$ cat src/rtl/serial_ctl_pkg.sv
package serial_ctl_pkg;
  localparam int DATA_W    = 8;
  localparam int SEL_W     = 2;
  localparam int MODE_ADDR = 0;
  localparam int CTRL_ADDR = 1;
  localparam int STAT_ADDR = 2;
  localparam int TIE_BIT   = 7;
  localparam int FLAG_BIT  = 7;

  typedef struct packed {
    logic tx_empty_ie;
    logic rx_ie;
    logic tx_en;
    logic rx_en;
    logic mp_ie;
    logic tx_end_ie;
    logic [1:0] sclk_en;
  } ctrl_t;
endpackage

$ cat src/rtl/serial_ctl_regs.sv
module serial_ctl_regs
  import serial_ctl_pkg::*;
(
  input  logic              clk_i,
  input  logic              rst_ni,
  input  logic              standby_i,
  input  logic              wr_ctrl_i,
  input  logic              wr_mode_i,
  input  logic [DATA_W-1:0] wdata_i,
  output ctrl_t             ctrl_o,
  output logic [SEL_W-1:0]  sel_o
);
  ctrl_t            ctrl_q;
  logic [SEL_W-1:0] sel_q;

  // standby has priority over bus writes
  always_ff @(posedge clk_i or negedge rst_ni) begin
    if (!rst_ni)        ctrl_q <= '0;
    else if (standby_i) ctrl_q <= '0;
    else if (wr_ctrl_i) ctrl_q <= ctrl_t'(wdata_i);
  end

  always_ff @(posedge clk_i or negedge rst_ni) begin
    if (!rst_ni)        sel_q <= '0;
    else if (wr_mode_i) sel_q <= wdata_i[SEL_W-1:0];
  end

  assign ctrl_o = ctrl_q;
  assign sel_o  = sel_q;
endmodule

$ cat src/rtl/serial_ctl_txe_flag.sv
module serial_ctl_txe_flag (
  input  logic clk_i,
  input  logic rst_ni,
  input  logic set_i,
  input  logic rd_i,
  input  logic wr_i,
  input  logic wbit_i,
  output logic flag_o,
  output logic armed_o
);
  logic flag_q, armed_q;
  logic clr_req;

  assign clr_req = wr_i && !wbit_i && armed_q;

  // set beats clear; any set or clear drops the arm
  always_ff @(posedge clk_i or negedge rst_ni) begin
    if (!rst_ni) begin
      flag_q  <= 1'b1;
      armed_q <= 1'b0;
    end else if (set_i) begin
      flag_q  <= 1'b1;
      armed_q <= 1'b0;
    end else if (clr_req) begin
      flag_q  <= 1'b0;
      armed_q <= 1'b0;
    end else if (rd_i && flag_q) begin
      armed_q <= 1'b1;
    end
  end

  assign flag_o  = flag_q;
  assign armed_o = armed_q;
endmodule

$ cat src/rtl/serial_ctl_prescaler.sv
module serial_ctl_prescaler #(
  parameter int CNT_W    = 6,
  parameter int NUM_SEL  = 4,
  parameter int STEP_LOG = 2,
  localparam int SEL_W   = $clog2(NUM_SEL)
) (
  input  logic             clk_i,
  input  logic             rst_ni,
  input  logic [SEL_W-1:0] sel_i,
  output logic             tick_o
);
  logic [CNT_W-1:0]   cnt_q;
  logic [NUM_SEL-1:0] taps;

  always_ff @(posedge clk_i or negedge rst_ni) begin
    if (!rst_ni) cnt_q <= '0;
    else         cnt_q <= cnt_q + 1'b1;
  end

  // ratio 2^(g*STEP_LOG): tick when the low bits are all ones
  for (genvar g = 0; g < NUM_SEL; g++) begin : g_tap
    localparam logic [CNT_W-1:0] MASK = CNT_W'((64'd1 << (g * STEP_LOG)) - 64'd1);
    assign taps[g] = ((cnt_q & MASK) == MASK);
  end

  assign tick_o = taps[sel_i];
endmodule

$ cat src/rtl/serial_ctl_front.sv
module serial_ctl_front
  import serial_ctl_pkg::*;
#(
  parameter int ADDR_W = 2,
  parameter int PRE_W  = 6
) (
  input  logic              clk_i,
  input  logic              rst_ni,
  input  logic              standby_i,
  input  logic [ADDR_W-1:0] addr_i,
  input  logic [DATA_W-1:0] wdata_i,
  input  logic              we_i,
  input  logic              re_i,
  output logic [DATA_W-1:0] rdata_o,
  input  logic              xfer_i,
  output logic [DATA_W-1:0] ctrl_o,
  output logic              txe_irq_o,
  output logic              baud_en_o
);
  localparam int NUM_SEL = 1 << SEL_W;

  ctrl_t            ctrl;
  logic [SEL_W-1:0] sel;
  logic             hit_mode, hit_ctrl, hit_stat;
  logic             flag, armed;

  assign hit_mode = (addr_i == ADDR_W'(MODE_ADDR));
  assign hit_ctrl = (addr_i == ADDR_W'(CTRL_ADDR));
  assign hit_stat = (addr_i == ADDR_W'(STAT_ADDR));

  serial_ctl_regs u_regs (
    .clk_i     (clk_i),
    .rst_ni    (rst_ni),
    .standby_i (standby_i),
    .wr_ctrl_i (we_i && hit_ctrl),
    .wr_mode_i (we_i && hit_mode),
    .wdata_i   (wdata_i),
    .ctrl_o    (ctrl),
    .sel_o     (sel)
  );

  serial_ctl_txe_flag u_flag (
    .clk_i   (clk_i),
    .rst_ni  (rst_ni),
    .set_i   (xfer_i),
    .rd_i    (re_i && hit_stat),
    .wr_i    (we_i && hit_stat),
    .wbit_i  (wdata_i[FLAG_BIT]),
    .flag_o  (flag),
    .armed_o (armed)
  );

  serial_ctl_prescaler #(
    .CNT_W    (PRE_W),
    .NUM_SEL  (NUM_SEL),
    .STEP_LOG (2)
  ) u_pre (
    .clk_i  (clk_i),
    .rst_ni (rst_ni),
    .sel_i  (sel),
    .tick_o (baud_en_o)
  );

  always_comb begin
    rdata_o = '0;
    if (hit_mode)      rdata_o[SEL_W-1:0] = sel;
    else if (hit_ctrl) rdata_o = ctrl;
    else if (hit_stat) rdata_o[FLAG_BIT] = flag;
  end

  assign ctrl_o    = ctrl;
  assign txe_irq_o = flag && ctrl.tx_empty_ie;
endmodule

$ cat config.mk
export PLATFORM = sky130hd
export DESIGN_NAME = serial_ctl_front
export DESIGN_NICKNAME = d
export VERILOG_FILES = /design/src/rtl/serial_ctl_pkg.sv /design/src/rtl/serial_ctl_regs.sv /design/src/rtl/serial_ctl_txe_flag.sv /design/src/rtl/serial_ctl_prescaler.sv /design/src/rtl/serial_ctl_front.sv
export SDC_FILE = /design/constraint.sdc
export NUM_CORES = 1
export LEC_CHECK = 0
export CELL_PAD_IN_SITES_DETAIL_PLACEMENT = 2
export CELL_PAD_IN_SITES_GLOBAL_PLACEMENT = 2
export CORE_ASPECT_RATIO = 0.5
export CORE_MARGIN = 2
export CORE_UTILIZATION = 25
export CTS_CLUSTER_DIAMETER = 120
export CTS_CLUSTER_SIZE = 30
export DETAILED_ROUTE_END_ITERATION = 16
export PLACE_DENSITY_LB_ADDON = 0.1
export SLEW_MARGIN = 15
export SYNTH_ARGS = -nofsm -noshare
export SYNTH_HDL_FRONTEND = slang
export SYNTH_SLANG_ARGS = --single-unit
export TNS_END_PERCENT = 100
$ cat constraint.sdc
create_clock -name clk_i -period 1.7 [get_ports clk_i]
set_input_delay 0.51 -clock clk_i [delete_from_list [all_inputs] [get_ports clk_i]]
set_output_delay 0.51 -clock clk_i [all_outputs]
set_load 0.01 [all_outputs]
==> flow_summary.json <==
{
  "gp_congestion": 0.760,
  "path_clk_slew_ns": 0.07,
  "wl_per_cell_um": 16.1,
  "internal-power_mw": 0.758,
  "synth_area_leaders": "dfrtp_1 48%, nand3_1 6.3%, a21oi_1 4.6%",
  "cp_data_arrival_time_ns": 1.21,
  "power_frac_comb": 0.189,
  "synth_cells": 81,
  "grt_pass1_vias": 905,
  "syn_to_final_growth_pct": 72.8,
  "syn_area_um2": 878,
  "grt_pass1_wl_um": 4440,
  "crit_path_end_kind": "primary output",
  "ctsHoldBuffers": 0,
  "finalSetupTns_ns": -0.0172,
  "ant_nets": 0,
  "fin_cells": 193,
  "grt_usage": 0.156,
  "pwr-share-seq": 0.459,
  "hold_class": "reg2reg",
  "critPathKind": "reg2out",
  "yosysTopAreaCellShare": 0.484,
  "min_from": "u_regs.ctrl_o[3]",
  "root_buffer": "clkbuf_8",
  "max_freq_mhz": 582,
  "synth_cell_type_count": 29,
  "drc": 0,
  "dieWidth_um": 87.8,
  "power_density_nw_per_um2": 658,
  "status": "finished, violations left",
  "rr_startpoint": "u_pre.cnt_q[0]",
  "finClkSkew_ns": 0.000354,
  "avgSynthCellArea_um2": 10.8,
  "viasPerCell": 4.44,
  "grt_max_degree": 19,
  "die_h_um": 45.9,
  "multiInputGateArea_um2": 435,
  "async_reset_ff_frac": 1.00,
  "row_count": 15,
  "crit_end": "baud_en_o",
  "drv_slew": 0,
  "cap_violations": 0,
  "startpoint_type": "flop",
  "cts_buffers": 3,
  "power.leakage_nw": 0.799,
  "synth-main-ff-cell": "dfrtp_1",
  "rsz0062_at_grt": "yes",
  "ys_seq_elements": 18,
  "reg2reg_to": "u_pre.cnt_q[5]",
  "pwr-share-clk": 0.352,
  "layout_min_cycle_time_ns": 1.72,
  "required_ns": 1.19,
  "pin_count": 34,
  "io_buffer_count": 33,
  "peakVddDrop_v": 0.000261,
  "yosys.area.top_type": "dfrtp_1",
  "crit_start": "u_pre.cnt_q[0]",
  "overflow": 0,
  "power_switching_mw": 0.241,
  "cts_tree": "built",
  "dp.cells": 174,
  "yosys_warnings": 0,
  "synth-edff-count": 0,
  "total_power_mw": 0.999,
  "reg2regPathDepth": 5,
  "drt-initial-drc-count": 21,
  "die_area_um2": 4030,
  "antennaDiodeCount": 0,
  "syn_nets": 98,
  "dp_slack_ns": -0.893,
  "antenna_found_initial": 0,
  "regArea_um2": 452,
  "setup_viol": 1,
  "htree_levels": 1,
  "maxSlewHeadroom": 0.803,
  "fin_crit_sh": 1.01,
  "sw_frac_of_total": 0.241,
  "fin_area_um2": 1520,
  "fp.coreArea_um2": 3400,
  "dp_hpwl_um": 2040,
  "via_count": 856,
  "violations": "negative setup slack",
  "worst_slew_pin_slew_ns": 0.295,
  "wl_um": 3110,
  "hold_viol": 0,
  "drive_gt1_frac": 0.430,
  "start_util": 0.259,
  "clockBufferDepth": 2,
  "setup_slack_ns": -0.0172,
  "path_max_fanout": 3,
  "drtPass1Iterations": 3,
  "clkLatencyLatePin_ns": 0.26,
  "ys_seq_area_frac": 0.514,
  "clock_sinks": 18,
  "nFillCells": 348,
  "r2r_slack_ns": 0.56,
  "nets": 160,
  "postPlaceCellArea_um2": 1330
}
==> repair_timing <==
item,4_1_cts,5_1_grt
buffers inserted,9,9
endpoints found under the setup margin,14,13
gates resized for setup,57,11
cloned,0,1
pin swaps,4,3
==> flip-flops by register name, summed over array words and instances (netlist names) <==
register,flops
u_flag.armed_o,1
u_flag.flag_o,1
u_pre.cnt_q,6
u_regs.ctrl_o,8
u_regs.sel_o,2
==> cell type report <==
class / instances / area share
flip-flops and latches: 18 / 0.298
repair buffers: 60 / 0.332
well taps: 51 / 0.0420
clock buffers: 4 / 0.0363
multi-input cells: 58 / 0.287
inverters: 2 / 0.00495
==> power groups by stage <==
| stage | sequential, mW | clock [mW] | combinational, mW |
|---|---|---|---|
| 3_5_place_dp | 0.465 | 0 | 0.173 |
| 2_1_floorplan | 0.465 | 0 | 0.0643 |
| 5_1_grt | 0.460 | 0.376 | 0.205 |
| 3_3_place_gp | 0.464 | 0 | 0.166 |
| 6_report | 0.458 | 0.352 | 0.189 |
| 4_1_cts | 0.458 | 0.362 | 0.179 |
==> kinds of logic (layout without fill, tap and decap cells) <==
kind of cell | Yosys count | in the layout | synth area share
buffers and inverters | 6 | 66 | 0.0541
AOI/OAI and AO/OA | 13 | 13 | 0.0926
and+or+nand+nor | 35 | 36 | 0.236
adders and majority gates | 1 | 1 | 0.0142
DFF | 18 | 18 | 0.514
xor gates and xnor gates | 4 | 4 | 0.0399
muxes | 4 | 4 | 0.0484
==> stage by stage <==
step                hold slack [ns]  utilization
floorplan                     0.214            -
global placement              0.475        0.392
detailed placement            0.503        0.392
CTS                           0.524        0.420
global route                  0.568        0.447
finish                        0.543        0.447
==> worst min-delay path by stage <==
stage                                   to  slack [ns]  depth (start not counted)
after global routing      u_regs.ctrl_o[3]        0.57                          2
final                     u_regs.ctrl_o[3]        0.54                          2
after floorplan             u_flag.armed_o        0.21                          0
after CTS                    u_flag.flag_o        0.52                          2
after detailed placement     u_flag.flag_o        0.50                          2
after global placement       u_flag.flag_o        0.48                          2
==> synth_stat cells, types with 2 or more instances <==
library cell  count
nor2_1            2
xnor2_1           3
mux2_2            2
nand2_1           9
buf_6             2
nand3_1          11
a21oi_1           8
dfrtp_1          17
and2_2            5
mux2i_1           2
inv_1             2
==> metal layers <==
| layer | vias up | global-route usage | wire (µm) |
|---|---|---|---|
| met3 | 5 | 0.0471 | 138 |
| met5 | - | 0 | 0 |
| met4 | 0 | 0.0554 | 47 |
| met1 | 431 | 0.169 | 1260 |
| li1 | 399 | - | - |
| met2 | 21 | 0.297 | 1660 |
==> cells in the final DEF (no fill, tap or decap), types with 2 or more instances in the layout <==
| cell | synthesis | final |
|---|---|---|
| clkdlybuf4s50_1 | 0 | 13 |
| buf_2 | 0 | 9 |
| nor2b_4 | 1 | 3 |
| and2_2 | 5 | 5 |
| nor2_1 | 2 | 2 |
| a21oi_1 | 8 | 8 |
| mux2_2 | 2 | 2 |
| nand2_1 | 9 | 9 |
| nand3_1 | 11 | 10 |
| buf_4 | 0 | 25 |
| inv_1 | 2 | 2 |
| buf_6 | 2 | 4 |
| dfrtp_1 | 17 | 17 |
| xnor2_1 | 3 | 3 |
| clkbuf_8 | 1 | 4 |
| dlygate4sd2_1 | 0 | 4 |
| mux2i_1 | 2 | 2 |
| dlymetal6s2s_1 | 0 | 4 |
==> worst max-delay path, stage by stage (launching register included) <==
cell,delay (ns)
dfrtp_1,0.39
ha_4,0.17
nand3_4,0.07
a22oi_2,0.16
buf_2,0.15
Note: power is estimated with default switching activity, not from simulation.
